**src/rtl/irqf_pkg.sv**
```systemverilog
package irqf_pkg;
  localparam int unsigned ADDR_W = 2;

  typedef enum logic [ADDR_W-1:0] {
    REG_FLAG = 2'd0,
    REG_SET  = 2'd1,
    REG_CLR  = 2'd2,
    REG_EN   = 2'd3
  } irqf_reg_e;
endpackage

```
**src/rtl/irqf_rst_sync.sv**
```systemverilog
module irqf_rst_sync (
  input  logic clk,
  input  logic rst_n,
  output logic srst_n
);
  logic [1:0] sync_q;

  always_ff @(posedge clk or negedge rst_n) begin
    if (!rst_n) sync_q <= 2'b00;
    else        sync_q <= {sync_q[0], 1'b1};
  end

  assign srst_n = sync_q[1];
endmodule

```
**src/rtl/irqf_regif.sv**
```systemverilog
module irqf_regif
  import irqf_pkg::*;
#(
  parameter int unsigned NUM_FLAGS = 8
) (
  input  logic                 clk,
  input  logic                 srst_n,
  input  logic                 wr_en,
  input  logic [ADDR_W-1:0]    wr_addr,
  input  logic [NUM_FLAGS-1:0] wr_data,
  input  logic [ADDR_W-1:0]    rd_addr,
  input  logic [NUM_FLAGS-1:0] flags,
  output logic [NUM_FLAGS-1:0] set_mask,
  output logic [NUM_FLAGS-1:0] clr_mask,
  output logic [NUM_FLAGS-1:0] enables,
  output logic [NUM_FLAGS-1:0] rd_data
);
  logic [NUM_FLAGS-1:0] en_q;
  logic [NUM_FLAGS-1:0] en_d;
  logic                 en_load;

  // write decode
  always_comb begin
    set_mask = '0;
    clr_mask = '0;
    en_load  = 1'b0;
    if (wr_en) begin
      unique case (wr_addr)
        REG_SET: set_mask = wr_data;
        REG_CLR: clr_mask = wr_data;
        REG_EN:  en_load  = 1'b1;
        default: ;
      endcase
    end
  end

  // enable register next state
  always_comb begin
    en_d = en_q;
    if (en_load) en_d = wr_data;
  end

  always_ff @(posedge clk or negedge srst_n) begin
    if (!srst_n) en_q <= '0;
    else         en_q <= en_d;
  end

  assign enables = en_q;

  // read mux
  always_comb begin
    unique case (rd_addr)
      REG_FLAG: rd_data = flags;
      REG_EN:   rd_data = en_q;
      default:  rd_data = '0;
    endcase
  end

  // enable write takes the written value
  a_r5_en_write: assert property (@(posedge clk) disable iff (!srst_n)
    (wr_en && wr_addr == REG_EN) |=> (enables == $past(wr_data)));

  a_r5_en_hold: assert property (@(posedge clk) disable iff (!srst_n)
    !(wr_en && wr_addr == REG_EN) |=> $stable(enables));
endmodule

```
**src/rtl/irqf_flag_cell.sv**
```systemverilog
module irqf_flag_cell (
  input  logic clk,
  input  logic srst_n,
  input  logic hw_set,
  input  logic sw_set,
  input  logic sw_clr,
  output logic flag
);
  logic flag_q;
  logic flag_d;

  // hardware and software set take priority over software clear
  always_comb begin
    flag_d = flag_q;
    if (sw_clr)          flag_d = 1'b0;
    if (sw_set || hw_set) flag_d = 1'b1;
  end

  always_ff @(posedge clk or negedge srst_n) begin
    if (!srst_n) flag_q <= 1'b0;
    else         flag_q <= flag_d;
  end

  assign flag = flag_q;

  a_r1_hw_sets: assert property (@(posedge clk) disable iff (!srst_n)
    hw_set |=> flag);

  a_r2_sw_sets: assert property (@(posedge clk) disable iff (!srst_n)
    sw_set |=> flag);

  a_r3_sw_clears: assert property (@(posedge clk) disable iff (!srst_n)
    (sw_clr && !hw_set && !sw_set) |=> !flag);

  a_r4_hw_beats_clr: assert property (@(posedge clk) disable iff (!srst_n)
    (sw_clr && hw_set) |=> flag);

  a_r6_idle_holds: assert property (@(posedge clk) disable iff (!srst_n)
    (!sw_clr && !hw_set && !sw_set) |=> $stable(flag));
endmodule

```
**src/rtl/irqf_combine.sv**
```systemverilog
module irqf_combine #(
  parameter int unsigned NUM_FLAGS = 8
) (
  input  logic                 clk,
  input  logic                 srst_n,
  input  logic [NUM_FLAGS-1:0] flags,
  input  logic [NUM_FLAGS-1:0] enables,
  output logic                 irq
);
  logic irq_q;
  logic irq_d;

  always_comb irq_d = |(flags & enables);

  always_ff @(posedge clk or negedge srst_n) begin
    if (!srst_n) irq_q <= 1'b0;
    else         irq_q <= irq_d;
  end

  assign irq = irq_q;

  a_r7_irq_lag: assert property (@(posedge clk) disable iff (!srst_n)
    1'b1 |=> (irq == |($past(flags) & $past(enables))));

  a_r7_no_enable_no_irq: assert property (@(posedge clk) disable iff (!srst_n)
    (enables == '0) |=> !irq);
endmodule

```
**src/rtl/irq_flag_unit.sv**
```systemverilog
module irq_flag_unit
  import irqf_pkg::*;
#(
  parameter int unsigned NUM_FLAGS = 8
) (
  input  logic                 clk,
  input  logic                 rst_n,
  input  logic [NUM_FLAGS-1:0] hw_evt,
  input  logic                 wr_en,
  input  logic [ADDR_W-1:0]    wr_addr,
  input  logic [NUM_FLAGS-1:0] wr_data,
  input  logic [ADDR_W-1:0]    rd_addr,
  output logic [NUM_FLAGS-1:0] rd_data,
  output logic                 irq
);
  logic                 srst_n;
  logic [NUM_FLAGS-1:0] flags;
  logic [NUM_FLAGS-1:0] enables;
  logic [NUM_FLAGS-1:0] set_mask;
  logic [NUM_FLAGS-1:0] clr_mask;

  initial begin : p_param_chk
    assert (NUM_FLAGS >= 1 && NUM_FLAGS <= 32)
      else $error("NUM_FLAGS out of range");
  end

  irqf_rst_sync u_rst (
    .clk    (clk),
    .rst_n  (rst_n),
    .srst_n (srst_n)
  );

  irqf_regif #(.NUM_FLAGS(NUM_FLAGS)) u_regif (
    .clk      (clk),
    .srst_n   (srst_n),
    .wr_en    (wr_en),
    .wr_addr  (wr_addr),
    .wr_data  (wr_data),
    .rd_addr  (rd_addr),
    .flags    (flags),
    .set_mask (set_mask),
    .clr_mask (clr_mask),
    .enables  (enables),
    .rd_data  (rd_data)
  );

  for (genvar i = 0; i < NUM_FLAGS; i++) begin : g_flag
    irqf_flag_cell u_cell (
      .clk    (clk),
      .srst_n (srst_n),
      .hw_set (hw_evt[i]),
      .sw_set (set_mask[i]),
      .sw_clr (clr_mask[i]),
      .flag   (flags[i])
    );
  end

  irqf_combine #(.NUM_FLAGS(NUM_FLAGS)) u_comb (
    .clk     (clk),
    .srst_n  (srst_n),
    .flags   (flags),
    .enables (enables),
    .irq     (irq)
  );

  // state is clear while held in reset
  a_r8_reset_quiet: assert property (@(posedge clk)
    !srst_n |-> (flags == '0 && enables == '0 && !irq));

  // set and clear addresses read back as zero
  a_r9_wo_reads_zero: assert property (@(posedge clk) disable iff (!srst_n)
    (rd_addr == REG_SET || rd_addr == REG_CLR) |-> (rd_data == '0));
endmodule

```
**config.mk**
```make
export PLATFORM = sky130hd
export DESIGN_NAME = irq_flag_unit
export DESIGN_NICKNAME = d
export VERILOG_FILES = /design/src/rtl/irqf_pkg.sv /design/src/rtl/irqf_rst_sync.sv /design/src/rtl/irqf_regif.sv /design/src/rtl/irqf_flag_cell.sv /design/src/rtl/irqf_combine.sv /design/src/rtl/irq_flag_unit.sv
export SDC_FILE = /design/constraint.sdc
export NUM_CORES = 1
export LEC_CHECK = 0
export ABC_AREA = 1
export BUFFER_PORTS_ARGS = -buffer_cell sky130_fd_sc_hd__buf_4
export CORE_MARGIN = 5
export CORE_UTILIZATION = 29
export CTS_CLUSTER_DIAMETER = 50
export CTS_CLUSTER_SIZE = 16
export DETAILED_ROUTE_END_ITERATION = 12
export PLACE_DENSITY = 0.56
export SLEW_MARGIN = 20
export SYNTH_ARGS = -nofsm -noshare
export SYNTH_HDL_FRONTEND = slang
export SYNTH_SLANG_ARGS = --single-unit
```
**constraint.sdc**
```tcl
create_clock -name clk -period 1.9 [get_ports clk]
set_input_delay 0.19 -clock clk [delete_from_list [all_inputs] [get_ports clk]]
set_output_delay 0.19 -clock clk [all_outputs]
set_load 0.02 [all_outputs]
```
# After elaboration in Yosys (flattened, before gate mapping)
# Cells that the tools add are included.
[op_classes]
eq_ne = 4
muxes = 23
bitwise = 1
n_reduce_logical = 18
[ops]
columns = ["operator", "n"]
rows = [
  ["$mux W8", 4],
  ["$mux W1", 18],
  ["$pmux W8 S2", 1],
  ["$reduce_bool A2 Y1", 8],
  ["$and A8 B8 Y8", 1],
  ["$logic_or A1 B1 Y1", 8],
  ["$reduce_or A8 Y1", 1],
  ["$eq A2 B2 Y1 const B", 3],
  ["$eq A2 B1 Y1 const B", 1],
  ["$logic_not A2 Y1", 1],
]
[word_totals]
input_bits = 23
regBits = 19

# Logic depth before layout (Yosys ltp)
[logic_depth]
word_depth = 5
ltp_mapped = 6
depth_no_buf = 5

# Hierarchy
# From an unflattened synthesis, not the netlist that was laid out.
[unflattened]
cells_unflattened = 156
area_unflattened_um2 = 1166.1
[by_module_without_submodules]
columns = ["module", "n_inst", "area_per_inst_um2", "cells_per_inst", "seq_area_each_um2"]
rows = [
  ["irqf_regif", 1, 710.7, 97, 200.2],
  ["irqf_flag_cell", 8, 40.0, 5, 25.0],
  ["irqf_combine", 1, 81.3, 16, 25.0],
  ["irqf_rst_sync", 1, 53.8, 3, 50.0],
]

# Least setup slack after synthesis
# No wires, ideal clock.
[synth_path]
path_type = "input port to output port"
start = "input port rd_addr[0]"
end = "output port rd_data[1]"
t_arrival_ns = 1.018
path_stages = 5
path_slack_ns = 0.692
n_path_buf = 1
cell_sequence = "inv_1 > ha_1 > clkbuf_1 > nand2_1 > a21oi_1"
[synth_between]
elab_chain_cells = 2
word_cells_on_any_way = 3
cone_classes = "eq/ne (1); mux (1); reduce/logical (1)"
[synth_rtl]
columns = ["element", "line_no", "text"]
rows = [
  ["from (decl)", "irq_flag_unit.sv:12", "input logic [ADDR_W-1:0] rd_addr,"],
  ["$eq A2 B2 Y1 or $logic_not A2 Y1 (tied branches)", "irqf_regif.sv:52", "unique case (rd_addr)"],
  ["$pmux W8 S2 (*)", "irqf_regif.sv:52", ""],
  ["to (decl)", "irq_flag_unit.sv:13", "output logic [NUM_FLAGS-1:0] rd_data,"],
]
# Mark *: on every way between the ends. The rest lies on a longest branch, timed or not.

# Final worst setup path
[layout_path]
start = "input port rd_addr[0]"
end = "output port rd_data[7]"
# Same word-level chain as after synthesis.

==> impl_metrics.env <==
export IMPL_clk_pin_slew_ps=70
export IMPL_endpoint_kind="output pin"
export IMPL_intPower_mw=0.693
export IMPL_min_period_ps=1320
export IMPL_slowest_delay_ps=330
export IMPL_grt_max_degree=18
export IMPL_worst_r2r_cell_count=4
export IMPL_hold_path_class="in2reg"
export IMPL_top_level_ports=32
export IMPL_track_usage_pct=10.9
export IMPL_fill_cells=395
export IMPL_path_buf_inv=3
export IMPL_pwr_density_cell_nw_per_um2=703
export IMPL_reg2reg_from="g_flag[3].u_cell.flag"
export IMPL_ir_worst_vdd_mv=0.254
export IMPL_yosys_cell_types_count=13
export IMPL_clockBufferDepth=2
export IMPL_cts_setup_buffers=0
export IMPL_crit_top_cell="buf_4"
export IMPL_syn_area_sq_um=1070
export IMPL_ctsResizeCount=0
export IMPL_power_share_sequential_pct=48.4
export IMPL_drive_gt1_share_pct=24.0
export IMPL_relSlewSlack_pct=53.4
export IMPL_numCtsBuffers=3
export IMPL_regArea_sq_um=475
export IMPL_tns_ps=0
export IMPL_skew_ps=3.18
export IMPL_fp_row_count=22
export IMPL_vias_per_cell=4.08
export IMPL_cpLargestDelayFamily="buffers and inverters"
export IMPL_grt_pass1_wl_um=4330
export IMPL_vias=942
export IMPL_die_height_um=70.9
export IMPL_cp_startpoint="rd_addr[0]"
export IMPL_cts_tree="built"
export IMPL_clkLatencyLatePin_ps=250
export IMPL_first_iter_violations=36
export IMPL_setup_ws_ps=579
export IMPL_dp_hpwl_um=1850
export IMPL_initial_core_util_pct=29.6
export IMPL_synth_area_per_cell_sq_um=7.07
export IMPL_port_buffers=31
export IMPL_critPathKind="in2out"
export IMPL_yosysSeqAreaShare_pct=44.2
export IMPL_cp_depth=6
export IMPL_final_area_sq_um=1390
export IMPL_n_antenna_cell=0
export IMPL_final_setup_viol_count=0
export IMPL_synth_seq_cells=19
export IMPL_drt_wirelength_per_cell_um=10.7
export IMPL_post_route_util_pct=38.3
export IMPL_gr_total_overflow=0
export IMPL_leakagePower_nw=0.760
export IMPL_status="finished clean"
export IMPL_gp_congestion=0.744
export IMPL_synth_fp_nets=177
export IMPL_drv_slew=0
export IMPL_dieArea_sq_um=5020
export IMPL_clock_sinks=19
export IMPL_period_share_pct=69.5
export IMPL_combPwrFrac_pct=22.9
export IMPL_power_switching_mw=0.286
export IMPL_grt_antenna_before_repair=0
export IMPL_cts_root_buf="clkbuf_8"
export IMPL_wirelength_um=2470
export IMPL_cp_start_kind="input pin"
export IMPL_yosysWarnings=0
export IMPL_htreeDepth=1
export IMPL_sw_frac_of_total_pct=29.2
export IMPL_min_from="hw_evt[2]"
export IMPL_multiInputGateArea_sq_um=498
export IMPL_worstMarginPinSlew_ps=699
export IMPL_whs_path_depth=3
export IMPL_synthCells=152
export IMPL_core_area_sq_um=3630
export IMPL_final_nets=209
export IMPL_hold_viol=0
export IMPL_cp_arrival_ps=1130
export IMPL_drc_errors=0
export IMPL_ant_nets=0
export IMPL_crit_required_ps=1710
export IMPL_maxCapViolCount=0
export IMPL_path_cells="buf_4 > inv_1 > ha_1 > nand2_1 > a21oi_1 > buf_4"
export IMPL_total_power_mw=0.979
export IMPL_clkPwrFrac_pct=28.7
export IMPL_grt_pass1_vias=923
export IMPL_dieWidth_um=70.9
export IMPL_preCtsSetupSlack_ps=571
export IMPL_rsz0062_at_grt="no"
export IMPL_max_freq_ghz=0.757
export IMPL_placed_cell_area_sq_um=1340
export IMPL_crit_fanout=8
export IMPL_cp_slowest_cell="ha_1"
export IMPL_first_pass_iters=4
export IMPL_area_growth_pct=29.6
## sequential cells by signal, indices dropped and copies added, names as in the netlist
signal / cells
g_flag.u_cell.flag: 8
u_regif.enables: 8
u_rst.sync_q: 2
u_comb.irq: 1
## cells in the final DEF, fill, tap and decap left out, types with 2 or more instances in the layout
master	count
dfrtp_1	19
nor2_1	18
nand2_1	70
a21oi_1	8
ha_1	2
buf_4	31
inv_1	19
clkbuf_8	3
o21ai_2	8
## routing by layer
layer | track usage [%] | wire length [um] | vias to the layer above | part of all wire, %
met5 | 0 | 0 | - | 0
met4 | 5.01 | 34 | 0 | 1.4
met3 | 1.85 | 145 | 2 | 5.9
met2 | 15.2 | 1100 | 29 | 45
met1 | 16.1 | 1190 | 398 | 48
li1 | - | - | 513 | -
## synthesized netlist by cell type, drive strengths merged
cell	number	area share, %
nand2	70	24
dfrtp	19	44
inv	19	6.6
nor2	19	7.3
a21oi	8	3.7
o21ai	8	6.5
clkbuf	3	1.0
buf	2	1.7
ha	2	2.3
conb	1	0.35
nand3	1	1.6
## cells by family after synthesis
logic type                 count (synthesis)  synth area share [%]
DFF                                       19                  44.2
other                                      1                 0.349
buffers and inverters                     24                  9.43
AOI/OAI and AO/OA                         16                  10.2
adders and majority gates                  2                  2.33
and+or+nand+nor                           90                  33.4
## worst paths after layout
| path | endpoint | slack [ps] |
|---|---|---|
| hold / removal | g_flag[2].u_cell.flag | 120 |
| setup reg to reg | u_comb.irq | 1120 |
| setup / recovery | rd_data[7] | 580 |
| max in group asynchronous | g_flag[5].u_cell.flag | 1170 |
| hold reg to reg | g_flag[0].u_cell.flag | 290 |
| min in group asynchronous | u_rst.sync_q[1] | 260 |
## metrics by stage
step                std cells  hold slack (ps)
floorplan                 152             -106
global placement          226            -26.6
detailed placement        226            -27.4
CTS                       231              113
global route              231              116
finish                    231              116
## cell type report
type	count	share of cell area, %
Timing Repair Buffer	32	17.4
Multi-Input combinational cell	109	35.8
Clock buffer	4	3.23
Sequential cell	19	34.1
Tap cell	48	4.31
Inverter	19	5.12
## what timing repair did
| item | in CTS | in global routing |
|---|---|---|
| setup endpoints to repair | 0 | 0 |
| endpoints found under the hold margin | 2 | 0 |
| hold buffers | 1 | 0 |
## worst reg2reg max path, delay by kind of cell, from the launching register on
family | cells | cell delay (ps)
flip-flops | 1 | 410
AND/OR/NAND/NOR | 4 | 280
## power groups by stage
stage | clock network (mW) | registers [mW] | logic, mW
2_1_floorplan | 0 | 0.476 | 0.140
3_3_place_gp | 0 | 0.483 | 0.223
4_1_cts | 0.290 | 0.475 | 0.227
6_report | 0.281 | 0.474 | 0.224
3_5_place_dp | 0 | 0.483 | 0.224
5_1_grt | 0.309 | 0.481 | 0.257
(Power assumes the default switching activity.)
